<file path="src/rtl/rix_pkg.sv">
package rix_pkg;

  localparam int OPC_W = 6;
  localparam int FN_W  = 6;

  localparam logic [OPC_W-1:0] OPC_REG  = 6'd0;
  localparam logic [OPC_W-1:0] OPC_ADDI = 6'd8;
  localparam logic [OPC_W-1:0] OPC_SLTI = 6'd10;
  localparam logic [OPC_W-1:0] OPC_ANDI = 6'd12;
  localparam logic [OPC_W-1:0] OPC_ORI  = 6'd13;
  localparam logic [OPC_W-1:0] OPC_XORI = 6'd14;
  localparam logic [OPC_W-1:0] OPC_LUI  = 6'd15;
  localparam logic [OPC_W-1:0] OPC_LDW  = 6'd35;
  localparam logic [OPC_W-1:0] OPC_STW  = 6'd43;

  localparam logic [FN_W-1:0] FN_ADD = 6'd32;
  localparam logic [FN_W-1:0] FN_SUB = 6'd34;
  localparam logic [FN_W-1:0] FN_AND = 6'd36;
  localparam logic [FN_W-1:0] FN_OR  = 6'd37;
  localparam logic [FN_W-1:0] FN_XOR = 6'd38;
  localparam logic [FN_W-1:0] FN_NOR = 6'd39;
  localparam logic [FN_W-1:0] FN_SLT = 6'd42;

  typedef enum logic [3:0] {
    K_NONE, K_ADD, K_SUB, K_AND, K_OR, K_XOR, K_NOR, K_SLT, K_PASSB
  } alu_kind_e;

  typedef enum logic [1:0] {
    IMM_SIGN, IMM_ZERO, IMM_HIGH
  } imm_mode_e;

  typedef struct packed {
    alu_kind_e kind;
    logic      use_imm;
    imm_mode_e imm_mode;
    logic      vld;
  } dec_t;

endpackage

</file>
<file path="src/rtl/rix_decode.sv">
module rix_decode
  import rix_pkg::*;
(
  input  logic [OPC_W-1:0] opc_i,
  input  logic [FN_W-1:0]  fn_i,
  output dec_t             dec_o
);

  dec_t d;

  always_comb begin
    d.kind     = K_NONE;
    d.use_imm  = 1'b1;
    d.imm_mode = IMM_SIGN;
    d.vld      = 1'b1;
    unique case (opc_i)
      OPC_REG: begin
        d.use_imm = 1'b0;
        case (fn_i)
          FN_ADD:  d.kind = K_ADD;
          FN_SUB:  d.kind = K_SUB;
          FN_AND:  d.kind = K_AND;
          FN_OR:   d.kind = K_OR;
          FN_XOR:  d.kind = K_XOR;
          FN_NOR:  d.kind = K_NOR;
          FN_SLT:  d.kind = K_SLT;
          default: d.vld  = 1'b0;
        endcase
      end
      OPC_ADDI: d.kind = K_ADD;
      OPC_SLTI: d.kind = K_SLT;
      OPC_ANDI: begin d.kind = K_AND; d.imm_mode = IMM_ZERO; end
      OPC_ORI:  begin d.kind = K_OR;  d.imm_mode = IMM_ZERO; end
      OPC_XORI: begin d.kind = K_XOR; d.imm_mode = IMM_ZERO; end
      OPC_LUI:  begin d.kind = K_PASSB; d.imm_mode = IMM_HIGH; end
      OPC_LDW,
      OPC_STW:  d.kind = K_ADD;
      default: begin
        d.vld     = 1'b0;
        d.use_imm = 1'b0;
      end
    endcase
    if (!d.vld) d.kind = K_NONE;
    dec_o = d;
  end

  always_comb begin

    imm_only_nonzero_opc_chk: assert (!dec_o.use_imm || opc_i != OPC_REG)
      else $error("immediate operand selected under register opcode");

    kind_matches_vld_chk: assert (dec_o.vld == (dec_o.kind != K_NONE))
      else $error("decode valid disagrees with operation kind");
  end

endmodule

</file>
<file path="src/rtl/rix_opsel.sv">
module rix_opsel
  import rix_pkg::*;
#(
  parameter int DATA_W = 32,
  parameter int IMM_W  = 16
) (
  input  logic [DATA_W-1:0] src_b_i,
  input  logic [IMM_W-1:0]  imm_i,
  input  logic              use_imm_i,
  input  imm_mode_e         imm_mode_i,
  output logic [DATA_W-1:0] opnd_b_o
);

  localparam int PAD_W = DATA_W - IMM_W;

  logic [DATA_W-1:0] ext_imm;

  always_comb begin
    unique case (imm_mode_i)
      IMM_ZERO: ext_imm = {{PAD_W{1'b0}}, imm_i};
      IMM_HIGH: ext_imm = {imm_i, {PAD_W{1'b0}}};
      default:  ext_imm = {{PAD_W{imm_i[IMM_W-1]}}, imm_i};
    endcase
    opnd_b_o = use_imm_i ? ext_imm : src_b_i;
  end

endmodule

</file>
<file path="src/rtl/rix_alu.sv">
module rix_alu
  import rix_pkg::*;
#(
  parameter int DATA_W = 32
) (
  input  logic [DATA_W-1:0] a_i,
  input  logic [DATA_W-1:0] b_i,
  input  alu_kind_e         kind_i,
  output logic [DATA_W-1:0] y_o
);

  logic [DATA_W-1:0] sum;
  logic [DATA_W-1:0] diff;
  logic              lt;

  always_comb begin
    sum  = a_i + b_i;
    diff = a_i - b_i;
    lt   = $signed(a_i) < $signed(b_i);
    unique case (kind_i)
      K_ADD:   y_o = sum;
      K_SUB:   y_o = diff;
      K_AND:   y_o = a_i & b_i;
      K_OR:    y_o = a_i | b_i;
      K_XOR:   y_o = a_i ^ b_i;
      K_NOR:   y_o = ~(a_i | b_i);
      K_SLT:   y_o = {{(DATA_W-1){1'b0}}, lt};
      K_PASSB: y_o = b_i;
      default: y_o = '0;
    endcase
  end

  always_comb begin

    slt_bool_chk: assert (kind_i != K_SLT || y_o <= 1)
      else $error("compare result wider than one bit");
  end

endmodule

</file>
<file path="src/rtl/rix_exec.sv">
module rix_exec
  import rix_pkg::*;
#(
  parameter int DATA_W = 32,
  parameter int IMM_W  = 16
) (
  input  logic [OPC_W-1:0]  opc_i,
  input  logic [FN_W-1:0]   fn_i,
  input  logic [DATA_W-1:0] src_a_i,
  input  logic [DATA_W-1:0] src_b_i,
  input  logic [IMM_W-1:0]  imm_i,
  output logic [DATA_W-1:0] result_o,
  output logic              result_vld_o
);

  localparam int HI_W = DATA_W - IMM_W + 1;

  dec_t              dec;
  logic [DATA_W-1:0] opnd_b;
  logic [DATA_W-1:0] alu_y;

  rix_decode u_dec (
    .opc_i (opc_i),
    .fn_i  (fn_i),
    .dec_o (dec)
  );

  rix_opsel #(.DATA_W(DATA_W), .IMM_W(IMM_W)) u_opsel (
    .src_b_i    (src_b_i),
    .imm_i      (imm_i),
    .use_imm_i  (dec.use_imm),
    .imm_mode_i (dec.imm_mode),
    .opnd_b_o   (opnd_b)
  );

  rix_alu #(.DATA_W(DATA_W)) u_alu (
    .a_i    (src_a_i),
    .b_i    (opnd_b),
    .kind_i (dec.kind),
    .y_o    (alu_y)
  );

  assign result_o     = alu_y;
  assign result_vld_o = dec.vld;

  always_comb begin

    unsupported_zero_chk: assert (result_vld_o || result_o == '0)
      else $error("unsupported pair produced nonzero result");

    reg_operand_pass_chk: assert (dec.use_imm || opnd_b == src_b_i)
      else $error("register operand altered");

    imm_sign_chk: assert (!(dec.use_imm && dec.imm_mode == IMM_SIGN) ||
                          (opnd_b[IMM_W-1:0] == imm_i &&
                           ($countones(opnd_b[DATA_W-1:IMM_W-1]) == 0 ||
                            $countones(opnd_b[DATA_W-1:IMM_W-1]) == HI_W)))
      else $error("sign extension broken");

    imm_zero_chk: assert (!(dec.use_imm && dec.imm_mode == IMM_ZERO) ||
                          (opnd_b[IMM_W-1:0] == imm_i &&
                           $countones(opnd_b[DATA_W-1:IMM_W]) == 0))
      else $error("zero extension broken");

    imm_high_chk: assert (!(dec.use_imm && dec.imm_mode == IMM_HIGH) ||
                          (opnd_b[DATA_W-1:DATA_W-IMM_W] == imm_i &&
                           $countones(opnd_b[DATA_W-IMM_W-1:0]) == 0))
      else $error("upper placement broken");
  end

endmodule

</file>
<file path="config.mk">
export PLATFORM = sky130hd
export DESIGN_NAME = rix_exec
export DESIGN_NICKNAME = d
export VERILOG_FILES = /design/src/rtl/rix_pkg.sv /design/src/rtl/rix_decode.sv /design/src/rtl/rix_opsel.sv /design/src/rtl/rix_alu.sv /design/src/rtl/rix_exec.sv
export SDC_FILE = /design/constraint.sdc
export NUM_CORES = 1
export LEC_CHECK = 0
export BUFFER_PORTS_ARGS = -buffer_cell sky130_fd_sc_hd__buf_2
export CORE_ASPECT_RATIO = 1.5
export CORE_MARGIN = 1.5
export CORE_UTILIZATION = 50
export DETAILED_ROUTE_END_ITERATION = 8
export GPL_ROUTABILITY_DRIVEN = 0
export GPL_TIMING_DRIVEN = 0
export PLACE_DENSITY = 0.7
export SYNTH_ARGS = -nofsm -noshare
export SYNTH_HDL_FRONTEND = slang
export SYNTH_SLANG_ARGS = --single-unit
</file>
<file path="constraint.sdc">
create_clock -name vclk -period 11.85
set_clock_uncertainty 0.05 [all_clocks]
set_input_delay 2.37 -clock vclk [all_inputs]
set_output_delay 2.37 -clock vclk [all_outputs]
set_load 0.02 [all_outputs]
</file>
==> results of run 1 <==
## cells by family after synthesis
group | Yosys count | synth area share (%)
compound gates | 380 | 40.4
mux | 4 | 0.670
simple gates | 293 | 22.4
xor+xnor | 31 | 4.28
buf+inv | 154 | 9.42
fa+ha+maj | 115 | 22.9
## area by class of cell
type               count  area share, %
plain buffers         53           3.08
inverters            100           5.23
multi-input cells    823           80.4
well taps            156           2.72
repair buffers       123           8.57
## worst max path at each step
stage             start            to  slack [ns]  cells after the start
2_1_floorplan  opc_i[4]  result_o[26]        2.10                     22
3_3_place_gp   opc_i[4]  result_o[31]       -0.08                     22
3_5_place_dp   opc_i[4]  result_o[31]       -0.04                     23
4_1_cts        opc_i[4]  result_o[31]        0.03                     23
5_1_grt        opc_i[4]  result_o[31]        0.04                     23
6_report       opc_i[4]  result_o[31]        0.19                     22
## metrics by stage
step                      total power, mW  std cells
after floorplan                     0.257        977
after global placement              0.367       1256
final                               0.386       1255
after global routing                0.416       1255
after detailed placement            0.369       1256
after CTS                           0.371       1255
## cells in the final DEF (no fill, tap or decap), drive strengths merged, types with 14 or more instances in the layout
| master | instances |
|---|---|
| ha | 113 |
| nand2b | 15 |
| inv | 97 |
| xnor2 | 31 |
| nand2 | 82 |
| a21oi | 117 |
| nor3 | 22 |
| nor2 | 86 |
| o31ai | 14 |
| o21bai | 14 |
| a221oi | 22 |
| o21ai | 52 |
| buf | 140 |
| o211ai | 27 |
| clkbuf | 36 |
| a21o | 21 |
| nand3 | 22 |
| o22ai | 19 |
## cells in the mapped netlist, drive strengths merged, types with 8 or more instances
master  number  share of area, %
and3        12               1.2
a211oi      10               1.2
o211ai      27               3.4
xnor2       31               4.3
a221oi      22               3.0
ha         113                22
nor2b        8              0.79
a31oi       10              0.99
clkbuf      37               2.2
o31ai       14               1.7
nor3        22               2.1
nor2        86               5.1
o21ai       52               4.1
a21o        21               2.5
o22ai       19               1.9
o21bai      14               1.7
nand2b      15               1.5
inv         97               5.7
a21oi      117               9.3
buf         17               1.3
a22oi        8              0.95
nand2       82               4.9
a222oi       8               1.3
nand3       22               1.7
## tightest hold or removal path, stage by stage
cell	delay [ns]
buf_2	0.12
a21oi_1	0.06
nand2_1	0.07
nand2_1	0.05
buf_2	0.15
## power groups by stage
stage	clock network [mW]	registers [mW]	logic, mW
after CTS	0	0	0.371
after global placement	0	0	0.367
after global routing	0	0	0.416
final	0	0	0.386
after detailed placement	0	0	0.369
after floorplan	0	0	0.257
## routing by layer
layer,vias to the layer above,part of all wire [%],global-route usage (%)
met5,-,0.058,0
met1,3820,35,44.6
met3,168,12,6.36
li1,3822,-,-
met4,2,8.5,29.1
met2,640,45,65.1
## repair_timing
item,CTS,global route
endpoints found under the setup margin,1,6
setup buffers,0,0
resized for setup,0,8
==> impl_metrics.env, run 1 <==
export IMPL_min_delay_start="fn_i[3]"
export IMPL_rows=50
export IMPL_fill_cells=1328
export IMPL_power_frac_seq_pct=0
export IMPL_hold_ws_ns=5.14
export IMPL_worst_setup_path_end_kind="output pin"
export IMPL_dpl_hpwl_um=21500
export IMPL_critPathBufInv=6
export IMPL_min_to="result_vld_o"
export IMPL_place_worst_setup_slack_ns=-0.0443
export IMPL_stdcell_area_um2=7180
export IMPL_setup_tns_ns=0
export IMPL_holdCritPathClass="in2out"
export IMPL_start_util_pct=51.0
export IMPL_leakagePower_nw=3.45
export IMPL_hold_depth=5
export IMPL_first_global_vias=7733
export IMPL_diodes=0
export IMPL_via_count=8452
export IMPL_syn_nets=1184
export IMPL_port_buffers=123
export IMPL_drtAntennaViolNets=0
export IMPL_grt_pass1_wl_um=40600
export IMPL_grt_max_degree=19
export IMPL_coreArea_um2=12400
export IMPL_cp_required_ns=9.43
export IMPL_maxSlewHeadroom_pct=30.2
export IMPL_dpl_cell_area_um2=7160
export IMPL_grt_antenna_before_repair=1
export IMPL_pin_count=125
export IMPL_n_clock_buffer=0
export IMPL_power_ir_vdd_worst_mv=0.0281
export IMPL_crit_chain="buf_2 > nor3b_1 > and2_1 > nand3_1 > clkbuf_2 > ha_1 > clkbuf_1 > mux2i_2 > clkbuf_2 > nor3_1 > a21oi_1 > ha_1 > clkbuf_1 > a21oi_1 > o21ai_0 > a311oi_1 > nand4_1 > and2_1 > a221o_1 > a31o_1 > o32ai_1 > buf_2"
export IMPL_multi_input_area_um2=5770
export IMPL_drt_total_wl_um=27600
export IMPL_drc=1
export IMPL_nFlopsAndLatches=0
export IMPL_cp_start_kind="primary input"
export IMPL_worst_pin_slew_ns=1.05
export IMPL_track_usage_pct=39.4
export IMPL_drv_cap=0
export IMPL_drive_above_1_share_pct=14.9
export IMPL_arrival_ns=9.24
export IMPL_p_sw_mw=0.252
export IMPL_worst_slack_ns=0.194
export IMPL_wl_per_cell_um=22.0
export IMPL_syn_area_um2=6350
export IMPL_critical_path_top_delay_family="compound AO/OA/AOI/OAI gates"
export IMPL_drtIter0Drc=1035
export IMPL_areaGrowthSynthToFinish_pct=13.1
export IMPL_ys_warn_count=0
export IMPL_rsz0062_at_grt="no"
export IMPL_power_internal_mw=0.134
export IMPL_pwr_share_clk_pct=0
export IMPL_p_comb_share_pct=100.0
export IMPL_vias_per_cell=6.73
export IMPL_violations="DRC"
export IMPL_worstPathMaxFanout=10
export IMPL_yosysSeqAreaShare_pct=0
export IMPL_syn_area_per_cell_um2=6.50
export IMPL_swShare_pct=65.2
export IMPL_dr_pass1_iters=9
export IMPL_slew_viol_final=0
export IMPL_critPathKind="in2out"
export IMPL_fp_dieH_um=141
export IMPL_nets=1308
export IMPL_crit_path_max_incr_delay_ns=0.49
export IMPL_finalHoldViolCount=0
export IMPL_max_freq_ghz=0.0858
export IMPL_status="finished, violations left"
export IMPL_die_width_um=95.0
export IMPL_ff_latch_area_um2=0
export IMPL_dieArea_um2=13400
export IMPL_synth_cells=977
export IMPL_overflow=0
export IMPL_min_period_ns=11.66
export IMPL_cts_hold_repair_buffers=0
export IMPL_finalCritPeriodShare_pct=98.4
export IMPL_cpMaxStageDelayCell="a311oi_1"
export IMPL_setup_viol=0
export IMPL_finalCoreUtilization_pct=57.7
export IMPL_cellPowerDensity_nw_per_um2=53.8
export IMPL_synth_cell_types=78
Note: power is estimated with default switching activity, not from simulation.
==> run 2: changes to the inputs <==
Settings changed: CORE_UTILIZATION 50 to 64, PLACE_DENSITY 0.7 to 0.88.
==> run 2 against run 1 <==
The run still ends with DRC left; via count up 3.2%; combinational power about the same; critical path depth up 1; first-iteration DRC count up 35%; cell count down 3.3%; worst setup slack better by 0.18 ns; sequential share of layout area unchanged; power up 0.62%; critical path type unchanged; critical endpoint is now result_o[30].
==> impl_metrics.env, run 2 (synthesized netlist as in run 1, its figures left out) <==
export IMPL_status="finished, violations left"
export IMPL_violations="DRC"
export IMPL_ff_latch_area_um2=0
export IMPL_worst_setup_path_end_kind="output pin"
export IMPL_fill_cells=855
export IMPL_cellPowerDensity_nw_per_um2=54.5
export IMPL_dpl_cell_area_um2=7110
export IMPL_cp_required_ns=9.43
export IMPL_place_worst_setup_slack_ns=0.213
export IMPL_start_util_pct=65.5
export IMPL_holdCritPathClass="in2out"
export IMPL_drv_cap=0
export IMPL_die_width_um=84.3
export IMPL_setup_tns_ns=0
export IMPL_first_global_vias=8103
export IMPL_pin_count=125
export IMPL_worst_pin_slew_ns=0.997
export IMPL_coreArea_um2=9690
export IMPL_critPathKind="in2out"
export IMPL_max_freq_ghz=0.0871
export IMPL_finalCritPeriodShare_pct=96.8
export IMPL_worst_slack_ns=0.374
export IMPL_wl_per_cell_um=21.7
export IMPL_finalHoldViolCount=0
export IMPL_dieArea_um2=10500
export IMPL_drt_total_wl_um=26300
export IMPL_fin_cells=1214
export IMPL_nets=1308
export IMPL_areaGrowthSynthToFinish_pct=12.3
export IMPL_track_usage_pct=48.0
export IMPL_drc=14
export IMPL_drive_above_1_share_pct=14.8
export IMPL_grt_pass1_wl_um=40900
export IMPL_dpl_hpwl_um=20000
export IMPL_total_power_mw=0.388
export IMPL_final_common_cell="buf_2"
export IMPL_worstPathMaxFanout=10
export IMPL_cts_setup_buffers=0
export IMPL_vias_per_cell=7.18
export IMPL_cp_start_kind="primary input"
export IMPL_diodes=0
export IMPL_final_cell_mix="buf_2 (133), a21oi_1 (115), ha_1 (113), inv_1 (97), nor2_1 (85)"
export IMPL_dp_cells=1215
export IMPL_leakagePower_nw=3.46
export IMPL_grt_antenna_before_repair=0
export IMPL_rows=44
export IMPL_power_ir_vdd_worst_mv=0.0388
export IMPL_rsz0062_at_grt="no"
export IMPL_fp_dieH_um=125
export IMPL_setup_viol=0
export IMPL_drtIter0Drc=1399
export IMPL_slew_viol_final=0
export IMPL_overflow=0
export IMPL_via_count=8720
export IMPL_drtAntennaViolNets=0
export IMPL_n_clock_buffer=0
export IMPL_min_period_ns=11.48
export IMPL_port_buffers=123
export IMPL_crit_start="opc_i[4]"
export IMPL_stdcell_area_um2=7130
export IMPL_dr_pass1_iters=9
export IMPL_nFlopsAndLatches=0
export IMPL_grt_max_degree=11
export IMPL_maxSlewHeadroom_pct=33.2
export IMPL_arrival_ns=9.06
export IMPL_critical_path_endpoint="result_o[30]"
==> run 2: how the worst min path moves through the flow <==
stage | end | startpoint | cells after the start | slack [ns]
2_1_floorplan | result_vld_o | fn_i[3] | 3 | 4.91
3_3_place_gp | result_vld_o | fn_i[3] | 5 | 5.12
3_5_place_dp | result_vld_o | fn_i[3] | 5 | 5.12
4_1_cts | result_vld_o | fn_i[3] | 5 | 5.12
5_1_grt | result_vld_o | fn_i[3] | 5 | 5.20
6_report | result_vld_o | fn_i[3] | 5 | 5.12
==> run 2: metal layers <==
layer	vias to the layer above	GRT usage, %	share of wire (%)
li1	3819	-	-
met1	3748	57.3	32
met2	838	74.6	41
met3	315	8.65	15
met4	0	38.2	12
met5	-	0	0
==> run 2: stage by stage <==
stage | hold WS, ns | util (%)
after floorplan | 4.91 | -
after global placement | 5.12 | 73.3
after detailed placement | 5.12 | 73.3
after CTS | 5.12 | 73.3
after global routing | 5.20 | 73.6
final | 5.12 | 73.6
==> run 2: critical path: stages <==
cell	delay [ns]
buf_2	0.12
nor3b_1	0.29
and2_1	0.19
nand3_2	0.30
clkbuf_1	0.44
ha_1	0.40
clkbuf_1	0.31
mux2i_1	0.27
clkbuf_2	0.29
o31ai_2	0.60
inv_1	0.16
ha_1	0.31
clkbuf_1	0.31
clkinv_1	0.32
nand3_1	0.23
nor3_1	0.09
a211oi_1	0.46
nand2_1	0.26
a311oi_1	0.60
o2111a_1	0.31
nor3_1	0.06
o22ai_1	0.16
buf_2	0.18
==> run 2: final cells by class <==
type,count,area (µm²),area share [%]
Inverter,100,375,5.27
Buffer,53,220,3.09
Timing Repair Buffer,123,616,8.64
Tap cell,115,144,2.02
Multi-Input combinational cell,823,5770,81.0
==> run 2: what timing repair did <==
item | 4_1_cts | 5_1_grt
gates resized for setup | 0 | 6
hold buffers | 0 | 0
endpoints found under the hold margin | 0 | 0
setup endpoints to repair | 0 | 12
==> run 2: report_power, final <==
group / switching, mW / leakage, nW / internal, mW / total, mW
Combinational: 0.254 / 3.46 / 0.134 / 0.388
Sequential: 0 / 0 / 0 / 0
Clock: 0 / 0 / 0 / 0
Total: 0.254 / 3.46 / 0.134 / 0.388
